### config.mk
export PLATFORM = sky130hd
export DESIGN_NAME = fsync_delay_gen
export DESIGN_NICKNAME = d
export VERILOG_FILES = /design/src/rtl/fsync_delay_gen.sv
export SDC_FILE = /design/constraint.sdc
export NUM_CORES = 1
export LEC_CHECK = 0
export CORE_ASPECT_RATIO = 1.5
export CORE_MARGIN = 2
export CORE_UTILIZATION = 45
export CTS_BUF_LIST = sky130_fd_sc_hd__clkbuf_8 sky130_fd_sc_hd__clkbuf_16
export DETAILED_ROUTE_END_ITERATION = 8
export DONT_BUFFER_PORTS = 1
export HOLD_SLACK_MARGIN = 0.08
export PLACE_DENSITY = 0.57
export SLEW_MARGIN = 20
export SYNTH_ARGS = -nofsm -noshare
export SYNTH_HDL_FRONTEND = slang
export SYNTH_SLANG_ARGS = --single-unit
### constraint.sdc
create_clock -name clk -period 3.5 [get_ports clk]
set_clock_uncertainty 0.05 [all_clocks]
set_input_delay 0.875 -clock clk [delete_from_list [all_inputs] [get_ports clk]]
set_output_delay 0.875 -clock clk [all_outputs]
set_load 0.05 [all_outputs]
### src/rtl/fsync_delay_gen.sv
module fsync_delay_gen #(
  parameter int NCH   = 4,
  parameter int DLY_W = 10,
  parameter int DW    = 16,
  parameter int AW    = $clog2(NCH)
) (
  input  logic           clk,
  input  logic           rst_n,
  input  logic           soft_rst,
  input  logic           dclk_en,
  input  logic [NCH-1:0] fs_in,
  input  logic           reg_we,
  input  logic [AW-1:0]  reg_addr,
  input  logic [DW-1:0]  reg_wdata,
  output logic [DW-1:0]  reg_rdata,
  output logic [NCH-1:0] fs_out
);
  localparam int RSV = DW - 2 - DLY_W;
  localparam int WCW = 5;
  localparam logic [1:0] IDLE = 2'd0, DELAY = 2'd1, PULSE = 2'd2;

  logic [DLY_W-1:0] cfg_sd [NCH];
  logic [1:0]       cfg_w  [NCH];
  logic [1:0]       ph     [NCH];
  logic [DLY_W-1:0] cnt    [NCH];
  logic [WCW-1:0]   wcnt   [NCH];
  logic [1:0]       wsel   [NCH];
  logic [NCH-1:0]   fs_prev;
  logic [NCH-1:0]   rise;
  logic             unused_rsv;

  function automatic logic [WCW-1:0] width_of(input logic [1:0] code);
    case (code)
      2'b00:   width_of = WCW'(1);
      2'b01:   width_of = WCW'(2);
      2'b10:   width_of = WCW'(8);
      default: width_of = WCW'(16);
    endcase
  endfunction

  assign unused_rsv = ^reg_wdata[DW-3:DLY_W];
  assign rise       = {NCH{dclk_en}} & fs_in & ~fs_prev;
  assign reg_rdata  = {cfg_w[reg_addr], {RSV{1'b0}}, cfg_sd[reg_addr]};

  always_ff @(posedge clk or negedge rst_n) begin
    if (!rst_n)        fs_prev <= '0;
    else if (soft_rst) fs_prev <= '0;
    else if (dclk_en)  fs_prev <= fs_in;
  end

  for (genvar g = 0; g < NCH; g++) begin : g_ch
    always_ff @(posedge clk or negedge rst_n) begin
      if (!rst_n) begin
        cfg_sd[g] <= '0;
        cfg_w[g]  <= '0;
      end else if (soft_rst) begin
        cfg_sd[g] <= '0;
        cfg_w[g]  <= '0;
      end else if (reg_we && reg_addr == AW'(g)) begin
        cfg_sd[g] <= reg_wdata[DLY_W-1:0];
        cfg_w[g]  <= reg_wdata[DW-1 -: 2];
      end
    end

    always_ff @(posedge clk or negedge rst_n) begin
      if (!rst_n) begin
        ph[g]   <= IDLE;
        cnt[g]  <= '0;
        wcnt[g] <= '0;
        wsel[g] <= '0;
      end else if (soft_rst) begin
        ph[g]   <= IDLE;
        cnt[g]  <= '0;
        wcnt[g] <= '0;
        wsel[g] <= '0;
      end else if (rise[g]) begin
        ph[g]   <= (cfg_sd[g] == '0) ? IDLE : DELAY;
        cnt[g]  <= cfg_sd[g];
        wsel[g] <= cfg_w[g];
        wcnt[g] <= '0;
      end else if (dclk_en) begin
        case (ph[g])
          DELAY: begin
            if (cnt[g] == DLY_W'(1)) begin
              ph[g]   <= PULSE;
              wcnt[g] <= width_of(wsel[g]);
            end
            cnt[g] <= cnt[g] - DLY_W'(1);
          end
          PULSE: begin
            if (wcnt[g] == WCW'(1)) ph[g] <= IDLE;
            wcnt[g] <= wcnt[g] - WCW'(1);
          end
          default: ph[g] <= IDLE;
        endcase
      end
    end

    assign fs_out[g] = (ph[g] == PULSE) |
                       ((ph[g] == IDLE) & (cfg_sd[g] == '0) & fs_in[g]);

    AST_RESTART: assert property (@(posedge clk) disable iff (!rst_n)
      (rise[g] && !soft_rst && cfg_sd[g] != '0) |=> ph[g] == DELAY);
    AST_NO_ENABLE_HOLD: assert property (@(posedge clk) disable iff (!rst_n)
      (!dclk_en && !soft_rst) |=> ($stable(ph[g]) && $stable(cnt[g]) && $stable(wcnt[g])));
    AST_CFG_FROZEN: assert property (@(posedge clk) disable iff (!rst_n)
      (ph[g] != IDLE && !rise[g] && !soft_rst) |=> $stable(wsel[g]));
    AST_SOFT_CLEAR: assert property (@(posedge clk) disable iff (!rst_n)
      soft_rst |=> (ph[g] == IDLE && cfg_sd[g] == '0 && cfg_w[g] == '0));
    AST_PULSE_AFTER_DELAY: assert property (@(posedge clk) disable iff (!rst_n)
      $rose(ph[g] == PULSE) |-> $past(ph[g]) == DELAY);
  end

  AST_RSV_READ_ZERO: assert property (@(posedge clk) disable iff (!rst_n)
    reg_we |=> ($past(reg_addr) != reg_addr || reg_rdata[DW-3:DLY_W] == '0));
endmodule

## Yosys cells after proc, flatten, opt, wreduce, memory -nomap -nowiden

Index checks and enable logic that the tools add are counted.

- Output and inout bits: 20
- Logic and storage cells: 235
- Register bits: 128

- Bitwise logic cells: 16
- Add/sub/neg operators: 8
- Magnitude comparators: 1
- Mux-type cells: 100
- Reduce and logical (&&, ||, !) cells: 50
- Eq/ne operators: 35

Operators by type and width:

| kind | count |
|---|---|
| $mux W10 | 26 |
| $mux W5 | 16 |
| $mux W2 | 38 |
| $pmux W5 S3 | 4 |
| $eq A10 B1 Y1 const B | 4 |
| $logic_not A10 Y1 | 4 |
| $pmux W5 S2 | 4 |
| $sub A10 B1 Y10 const B | 4 |
| $ne A4 B4 Y1 const B | 8 |
| $reduce_and A3 Y1 | 8 |
| $reduce_bool A3 Y1 | 8 |
| $bmux W10 S2 | 1 |
| $eq A2 B2 Y1 const B | 10 |
| $eq A5 B1 Y1 const B | 4 |
| $sub A5 B1 Y5 const B | 4 |
| $eq A2 B1 Y1 const B | 9 |
| $logic_not A2 Y1 | 9 |
| $reduce_bool A2 Y1 | 9 |
| $pmux W2 S2 | 4 |
| $reduce_bool A4 Y1 | 4 |
| $and A1 B1 Y1 | 8 |
| $and A4 B4 Y4 | 2 |
| $mux W4 | 2 |
| $reduce_and A2 Y1 | 4 |
| 7 further kinds | 16 |

## Longest topological paths before layout

Gate-level depths: netlist of run 1.

- Depth after elaboration: 7
- Mapped depth: 8
- Mapped depth without buffers: 7

## Least setup slack after synthesis of run 1

No wires, ideal clock.

- Kind: input to output
- From: in reg_addr[1]
- To: out reg_rdata[2]
- Arrival: 2.374 ns
- Required time: 2.575 ns
- Setup slack: 0.201 ns
- Cell stages on the path: 3
- Cell sequence: clkbuf_1 > buf_1 > mux4_2

- Word-level cells in the longest chain between the ends: 4

Ends and longest elaborated chain:

| item | RTL line | source |
|---|---|---|
| start, declared | 13 | `input logic [AW-1:0] reg_addr,` |
| $not A2 Y3 (implied by the code) | 43 | `assign reg_rdata = {cfg_w[reg_addr], {RSV{1'b0}}, cfg_sd[reg_addr]};` |
| $bmux W10 S2 | 43 |  |
| $mux W10 (implied by the code) (2 in a row) | 43 |  |
| end, declared | 15 | `output logic [DW-1:0] reg_rdata,` |

No other way between the ends. The select of a mux whose other input is x is not followed.

## Final worst setup path of run 1

- From: reg cfg_sd[34] in the netlist's numbering
- To: out fs_out[0]

- Word-level cells in the longest chain between the ends: 4

Ends and longest elaborated chain:

| item | RTL line | source |
|---|---|---|
| start, declared | 22 | `logic [DLY_W-1:0] cfg_sd [NCH];` |
| start signal, assigned by index | 60 | `cfg_sd[g] <= reg_wdata[DLY_W-1:0];` |
| $logic_not A10 Y1 | 100 | `((ph[g] == IDLE) & (cfg_sd[g] == '0) & fs_in[g]);` |
| $and A1 B1 Y1 (2 in a row) | 100 |  |
| $or A1 B1 Y1 | 99 | `assign fs_out[g] = (ph[g] == PULSE) \|` |
| end, declared | 16 | `output logic [NCH-1:0] fs_out` |

No other way between the ends.

==> results of run 1 <==
## metrics by stage
step	total power (W)	setup WS, ps	utilization [%]	instance area (sq um)
4_1_cts	0.00438	184	51.2	8330
2_1_floorplan	0.00227	201	-	7540
3_5_place_dp	0.00241	649	47.2	7680
6_report	0.00437	134	51.4	8360
5_1_grt	0.00458	117	51.4	8360
3_3_place_gp	0.00240	633	47.2	7680
## metal layers
| metal | up-vias | global-route usage, % | wire length (um) |
|---|---|---|---|
| li1 | 3068 | - | - |
| met1 | 3236 | 30.2 | 8640 |
| met2 | 195 | 43.4 | 11100 |
| met3 | 40 | 6.24 | 1150 |
| met4 | 0 | 8.40 | 533 |
| met5 | - | 0 | 0 |
## synthesized netlist by cell type (5+ instances only)
master and instances:
buf_2 5, nand3_1 11, a22oi_1 9, nor3_1 24, dfrtp_1 128, ha_1 28, or4_1 9, o22ai_1 10
a32oi_1 5, o31ai_1 6, o21a_1 6, mux4_2 12, a31oi_1 12, nand3b_1 6, a21oi_1 82, nor2_1 99
o21ai_0 83, nor3b_1 10, nor2b_1 6, mux2i_1 28, or3_1 6, inv_1 37, nand2_1 99, clkbuf_1 32
nor4_1 20
## how the worst min path moves through the flow
stage / cells past startpoint / end / slack [ps] / start
2_1_floorplan: 2 / cnt[8] / 410 / cnt[8]
3_3_place_gp: 2 / cnt[8] / 430 / cnt[8]
3_5_place_dp: 2 / cnt[8] / 460 / cnt[8]
4_1_cts: 0 / fs_prev[0] / 80 / rst_n
5_1_grt: 0 / cnt[14] / 80 / rst_n
6_report: 0 / cnt[38] / 110 / rst_n
## cell families (layout without fill, tap and decap cells)
logic type	Yosys count	after routing	synth area share (%)
compound gates	251	251	20.3
flops	128	128	42.5
simple gates	319	319	20.5
buf+inv	83	81	4.42
mux	40	40	7.31
xor+xnor	2	2	0.233
fa+ha+maj	28	28	4.65
other cells	1	4	0.0498
## registers in the layout (all words and copies together) (netlist names)
name / flops
cfg_sd: 40
cfg_w: 8
cnt: 40
fs_prev: 4
ph: 8
wcnt: 20
wsel: 8
## area by class of cell
class | count | area share, %
multi-input combinational | 644 | 48.0
sequential | 128 | 38.3
clock inverter | 13 | 2.37
clock buffer | 19 | 5.42
timing repair buffer | 11 | 1.05
tap | 206 | 3.08
inverter | 38 | 1.71
## power by group through the flow
stage | Clock (W) | Combinational, W | Sequential (W)
global placement | 0 | 0.000710 | 0.00169
finish | 0.00197 | 0.000737 | 0.00167
CTS | 0.00199 | 0.000725 | 0.00166
global route | 0.00206 | 0.000829 | 0.00168
detailed placement | 0 | 0.000720 | 0.00169
floorplan | 0 | 0.000610 | 0.00166
## timing repair
item | CTS | global route
resized for setup | 0 | 0
endpoints found under the hold margin | 0 | 14
hold buffers | 0 | 2
==> qor.yml, run 1 <==
run_status:
  status: "finished, final reports clean"
job:
  max_cap_viol_count: 0
synth:
  synth_top_flop_cell: "dfrtp_1"
  synth_area_leaders: "dfrtp_1 (43%), o21ai_0 (5.5%), a21oi_1 (5.5%), nand2_1 (4.9%), nor2_1 (4.9%)"
  syn_area_sq_um: 7530
  yosysWarnings: 0
  syn_inst: 852
  seq_area_frac_synth_pct: 42.5
  yosysTopAreaCell: "dfrtp_1"
  ys_seq_elements: 128
  synth_edf_count: 0
  async_reset_ff_share_pct: 100
  post-synth-top-area-fraction_pct: 42.5
  avgSynthCellArea_sq_um: 8.84
  synth_cell_types: 69
cts:
  clock-sinks: 128
  cts_setup_buffers: 0
  htreeDepth: 4
  cts_buffers: 17
  cts_tree: "yes"
  cts-root-buf: "clkbuf_16"
  clk_latency_ps: 430
  cts_buffer_depth: 2
  clkTransAtPathRegs_ps: 60
cells_and_area:
  drive_gt1_share_pct: 8.44
  antenna_cells: 0
  fin_cells: 1059
  fin_nets: 895
  final_common_cell: "dfrtp_1"
  regArea_sq_um: 3200
  final_cell_mix: "dfrtp_1 (128), nor2_1 (99), nand2_1 (99), o21ai_0 (83), a21oi_1 (82)"
  n_fill_cell: 1535
  multi_input_area_sq_um: 4020
  area_delta_synth_final_pct: 11.0
route:
  drtIter0Drc: 529
  detail-route-antenna-nets: 0
  wire_per_inst_um: 20.3
  wl_mm: 21.5
  via_per_inst: 6.17
  dr.pass1.iters: 6
  vias: 6539
  drc: 0
place:
  globalplace.congestion: 0.883
  io_buffer_count: 0
  place_inst: 1025
  place_hpwl_mm: 15.0
pwr:
  clockPowerShare_pct: 45.0
  swShare_pct: 29.2
  power-per-cell-area_nw_per_um2: 523
  seqPwrFrac_pct: 38.1
  p_int_w: 0.00310
  leakagePower_nw: 3.62
  vdd_drop_max_uv: 285
  share_comb_of_total_power_pct: 16.9
  switching_power_w: 0.00128
sta:
  relSlewSlack_pct: 34.9
  hold_viol: 0
  rsz0062_at_grt: "no"
  tightestPinTransition_ps: 974
  post-route-min-period_ps: 3370
  holdWs_ps: 107
  fmax_mhz: 297
  slew_viol_final: 0
  setup_viol: 0
  setup_tns_ps: 0
  fin_crit_sh_pct: 96.2
critical_path:
  crit_path_start: "cfg_sd[34]"
  critPathTopFamily: "simple AND/OR/NAND/NOR gates"
  reg2reg_setup_slack_ps: 1050
  cp_max_fo: 4
  slowest_stage: "nor4_1"
  crit_buf_inv: 0
  end_kind: "output port"
  cp.required_ps: 2570
  path_class: "reg -> out"
  path_cells: "or4_1 > nor4_1 > a31o_2"
  reg2reg_from: "cnt[21]"
  cp.depth: 3
  critPathArrivalTime_ps: 2440
  cp-start-kind: "flip-flop"
  worstReg2RegEnd: "wcnt[13]"
  cp_slowest_stage_delay_ps: 600
  worstSetupEndpoint: "fs_out[0]"
  r2r.worst_path.cells: 7
worst_hold_path:
  hp-class: "in -> async"
floorplanning:
  io_pins: 47
  die_h_um: 162
  die_x_um: 110
  fp.dieArea_sq_um: 17800
  fp-row-count: 57
  start_util_pct: 46.3
  coreArea_sq_um: 16300
global_routing:
  globalRoute.totalOverflow: 0
  grt_use_total_pct: 25.1
  grt_pass1_vias: 6398
  grt_pass1_wl_mm: 34.2
  grt_max_degree: 129
  grt_antenna_before_repair: 0
(Power assumes the default switching activity.)
==> run 2: changes to the inputs <==
--- a/config.mk
+++ b/config.mk
@@ -7,12 +7,12 @@
 export LEC_CHECK = 0
 export CORE_ASPECT_RATIO = 1.5
 export CORE_MARGIN = 2
-export CORE_UTILIZATION = 45
+export CORE_UTILIZATION = 25
 export CTS_BUF_LIST = sky130_fd_sc_hd__clkbuf_8 sky130_fd_sc_hd__clkbuf_16
 export DETAILED_ROUTE_END_ITERATION = 8
 export DONT_BUFFER_PORTS = 1
 export HOLD_SLACK_MARGIN = 0.08
-export PLACE_DENSITY = 0.57
+export PLACE_DENSITY = 0.35
 export SLEW_MARGIN = 20
 export SYNTH_ARGS = -nofsm -noshare
 export SYNTH_HDL_FRONTEND = slang
==> qor.yml, run 2 (same netlist as run 1, synthesis figures left out) <==
global_routing:
  grt_max_degree: 129
  grt_util_met2_pct: 31.5
  grt_pass1_wl_mm: 41.6
  grt_busiest_layer: "met2"
  grt_antenna_before_repair: 0
  grt_use_total_pct: 17.3
  grt_pass1_vias: 6813
  globalRoute.totalOverflow: 0
  grt_util_met3_pct: 3.96
  use_met1_pct: 18.8
floorplanning:
  start_util_pct: 25.5
  fp-row-count: 77
  io_pins: 47
  coreArea_sq_um: 29600
  fp.dieArea_sq_um: 31500
  die_x_um: 146
  die_h_um: 217
route:
  detail-route-antenna-nets: 0
  drc: 0
  vias: 6378
  via_per_inst: 5.04
  drtIter0Drc: 288
  wire_per_inst_um: 20.8
  dr.pass1.iters: 5
  wl_mm: 26.2
cts:
  cts_buffer_depth: 2
  cts_buffers: 17
  cts-root-buf: "clkbuf_16"
  clock-sinks: 128
  cts_tree: "yes"
  clkTransAtPathRegs_ps: 60
  htreeDepth: 4
  clk_latency_ps: 440
place:
  globalplace.congestion: 0.779
  io_buffer_count: 0
  dpl_worst_slack_ps: 413
  place_inst: 1232
  dpl_cell_area_sq_um: 8050
  place_hpwl_mm: 18.7
sta:
  layout_setup_ws_ps: 179
  tightestPinTransition_ps: 936
  relSlewSlack_pct: 37.4
  fmax_mhz: 301
  rsz0062_at_grt: "no"
  setup_viol: 0
  setup_tns_ps: 0
  post-route-min-period_ps: 3320
  hold_viol: 0
  fin_crit_sh_pct: 94.9
  slew_viol_final: 0
critical_path:
  crit_path_start: "cfg_sd[34]"
  cp-start-kind: "flip-flop"
  cp.required_ps: 2570
  reg2reg_from: "cnt[1]"
  critPathArrivalTime_ps: 2400
  end_kind: "output port"
  cp_max_fo: 4
  path_class: "reg -> out"
cells_and_area:
  final_common_cell: "dfrtp_1"
  final_area_sq_um: 8700
  fin_nets: 913
  area_delta_synth_final_pct: 15.5
  fin_util_pct: 29.4
  fin_cells: 1265
  final_cell_mix: "dfrtp_1 (128), nor2_1 (99), nand2_1 (99), o21ai_0 (83), a21oi_1 (82)"
  drive_gt1_share_pct: 9.89
  largest_registers: "cfg_sd (40), cnt (40), wcnt (20)"
  antenna_cells: 0
pwr:
  power-per-cell-area_nw_per_um2: 498
  vdd_drop_max_uv: 366
  leakagePower_nw: 3.72
run_status:
  status: "finished, final reports clean"
worst_hold_path:
  hp-class: "in -> async"
job:
  max_cap_viol_count: 0
## run 2: cell type report
cell class                      instances  area [sq um]
Clock buffer                           20           467
Clock inverter                         11           124
Fill cell                            3157         20900
Inverter                               38           143
Multi-Input combinational cell        644          4020
Sequential cell                       128          3200
Tap cell                              395           494
Timing Repair Buffer                   29           250
## run 2: report_power, final
part           switching [W]  internal, W  total [W]
sequential         0.0000995      0.00157    0.00167
clock               0.000697      0.00115    0.00185
combinational       0.000506     0.000303   0.000810
## run 2: layer usage
layer	part of all wire, %	up-vias
li1	-	3088
met1	39	3167
met2	53	88
met3	3.5	35
met4	4.2	0
met5	0	-
## run 2: timing repair
action / in CTS / in global routing
resized for setup: 1 / 0
hold endpoints to repair: 128 / 101
setup endpoints to repair: 1 / 0
setup buffers: 0 / 0
## run 2: worst max-delay path: stages, from the launching register on
cell	delay [ps]
dfrtp_1	420
or4_1	530
nor4_1	550
a31o_2	450
## run 2: path summary, 6_finish.rpt
| check | end | slack (ps) | cells past startpoint |
|---|---|---|---|
| max reg2reg | wcnt[3] | 1050 | 7 |
| max | fs_out[0] | 180 | 3 |
| max in group asynchronous | cfg_w[1] | 2620 | 1 |
| min | wcnt[10] | 220 | 1 |
| min reg2reg | wcnt[4] | 460 | 2 |
| min in group clk | wsel[5] | 450 | 1 |
## run 2: stage by stage
step                hold WS [ps]  total power [W]
finish                       220          0.00433
global placement             449          0.00247
CTS                         52.9          0.00436
global route                 217          0.00456
floorplan                    411          0.00227
detailed placement           449          0.00246
==> run 3: changes to the inputs <==
--- a/config.mk
+++ b/config.mk
@@ -7,12 +7,12 @@
 export LEC_CHECK = 0
 export CORE_ASPECT_RATIO = 1.5
 export CORE_MARGIN = 2
-export CORE_UTILIZATION = 25
+export CORE_UTILIZATION = 55
 export CTS_BUF_LIST = sky130_fd_sc_hd__clkbuf_8 sky130_fd_sc_hd__clkbuf_16
 export DETAILED_ROUTE_END_ITERATION = 8
 export DONT_BUFFER_PORTS = 1
 export HOLD_SLACK_MARGIN = 0.08
-export PLACE_DENSITY = 0.35
+export PLACE_DENSITY = 0.67
 export SLEW_MARGIN = 20
 export SYNTH_ARGS = -nofsm -noshare
 export SYNTH_HDL_FRONTEND = slang
==> qor.yml, run 3 (same netlist as run 1, synthesis figures left out) <==
global_routing:
  grt_pass1_vias: 6441
  globalRoute.totalOverflow: 0
  grt_max_degree: 129
  grt_use_total_pct: 29.1
  grt_pass1_wl_mm: 33.7
  grt_antenna_before_repair: 0
place:
  globalplace.congestion: 0.891
  place_hpwl_mm: 14.5
  io_buffer_count: 0
  dpl_cell_area_sq_um: 7620
route:
  wl_mm: 20.4
  detail-route-antenna-nets: 0
  via_per_inst: 6.48
  wire_per_inst_um: 20.2
  vias: 6556
  dr.pass1.iters: 5
  drtIter0Drc: 439
  drc: 0
sta:
  fmax_mhz: 305
  holdWs_ps: 94.8
  setup_tns_ps: 0
  fin_crit_sh_pct: 93.8
  tightestPinTransition_ps: 1010
  hold_viol: 0
  setup_viol: 0
  post-route-min-period_ps: 3280
  relSlewSlack_pct: 31.9
  slew_viol_final: 0
  rsz0062_at_grt: "no"
cells_and_area:
  largest_registers: "cfg_sd (40), cnt (40), wcnt (20)"
  drive_gt1_share_pct: 8.12
  antenna_cells: 0
  area_delta_synth_final_pct: 8.69
  final_common_cell: "dfrtp_1"
  fin_nets: 892
  fin_util_pct: 60.8
  final_area_sq_um: 8180
  final_cell_mix: "dfrtp_1 (128), nor2_1 (99), nand2_1 (99), o21ai_0 (83), a21oi_1 (82)"
pwr:
  power-per-cell-area_nw_per_um2: 500
  vdd_drop_max_uv: 271
  leakagePower_nw: 3.57
cts:
  cts_setup_buffers: 0
  cts_hold_buf: 0
  clock-sinks: 128
  clkTransAtPathRegs_ps: 60
  cts_buffer_depth: 2
  cts_tree: "yes"
  clk_latency_ps: 420
  cts-resized-gates: 0
  cts_buffers: 17
  cts-root-buf: "clkbuf_16"
  htreeDepth: 4
critical_path:
  path_class: "reg -> out"
  cp_max_fo: 4
  cp-start-kind: "flip-flop"
  cp.required_ps: 2570
  critPathArrivalTime_ps: 2360
  end_kind: "output port"
floorplanning:
  start_util_pct: 55.9
  io_pins: 47
  die_x_um: 99.5
  coreArea_sq_um: 13500
  fp-row-count: 52
  die_h_um: 147
  fp.dieArea_sq_um: 14700
worst_hold_path:
  hp-class: "in -> async"
job:
  max_cap_viol_count: 0
run_status:
  status: "finished, final reports clean"
## run 3: path summary, 6_finish.rpt
path / from / end / slack [ps] / depth (start not counted)
max reg2reg: cnt[1] / wcnt[2] / 1050 / 7
max in group asynchronous: rst_n / cfg_sd[1] / 3060 / 0
min in group clk: wcnt[4] / wcnt[4] / 460 / 2
min: rst_n / ph[2] / 90 / 0
max: cfg_sd[4] / fs_out[3] / 220 / 3
min reg2reg: wcnt[4] / wcnt[4] / 460 / 2
## run 3: stage by stage
step | worst slack (ps) | cells | total power [W]
after global placement | 698 | 980 | 0.00239
after detailed placement | 687 | 980 | 0.00241
after CTS | 231 | 1012 | 0.00410
after global routing | 174 | 1012 | 0.00427
after floorplan | 201 | 855 | 0.00227
final | 218 | 1012 | 0.00409
## run 3: power breakdown
part           internal [W]  switching [W]
combinational      0.000283       0.000449
clock               0.00101       0.000678
sequential          0.00157       0.000102
## run 3: critical path: stages, from the launching register on
cell	delay, ps
dfrtp_1	420
or4_1	560
nor4_1	530
a31o_2	430
## run 3: cell type report
type,instances,area (sq um)
Multi-Input combinational cell,644,4010
Clock inverter,13,113
Timing Repair Buffer,8,60.1
Inverter,38,143
Tap cell,162,203
Sequential cell,128,3200
Clock buffer,19,453
Fill cell,1166,5290
## run 3: routing by layer
metal  part of all wire [%]  up-vias  GRT usage, %
li1                       -     3061             -
met1                     40     3254          35.9
met2                     52      197          49.7
met3                    4.9       44          5.19
met4                    3.6        0          12.8
met5                      0        -             0
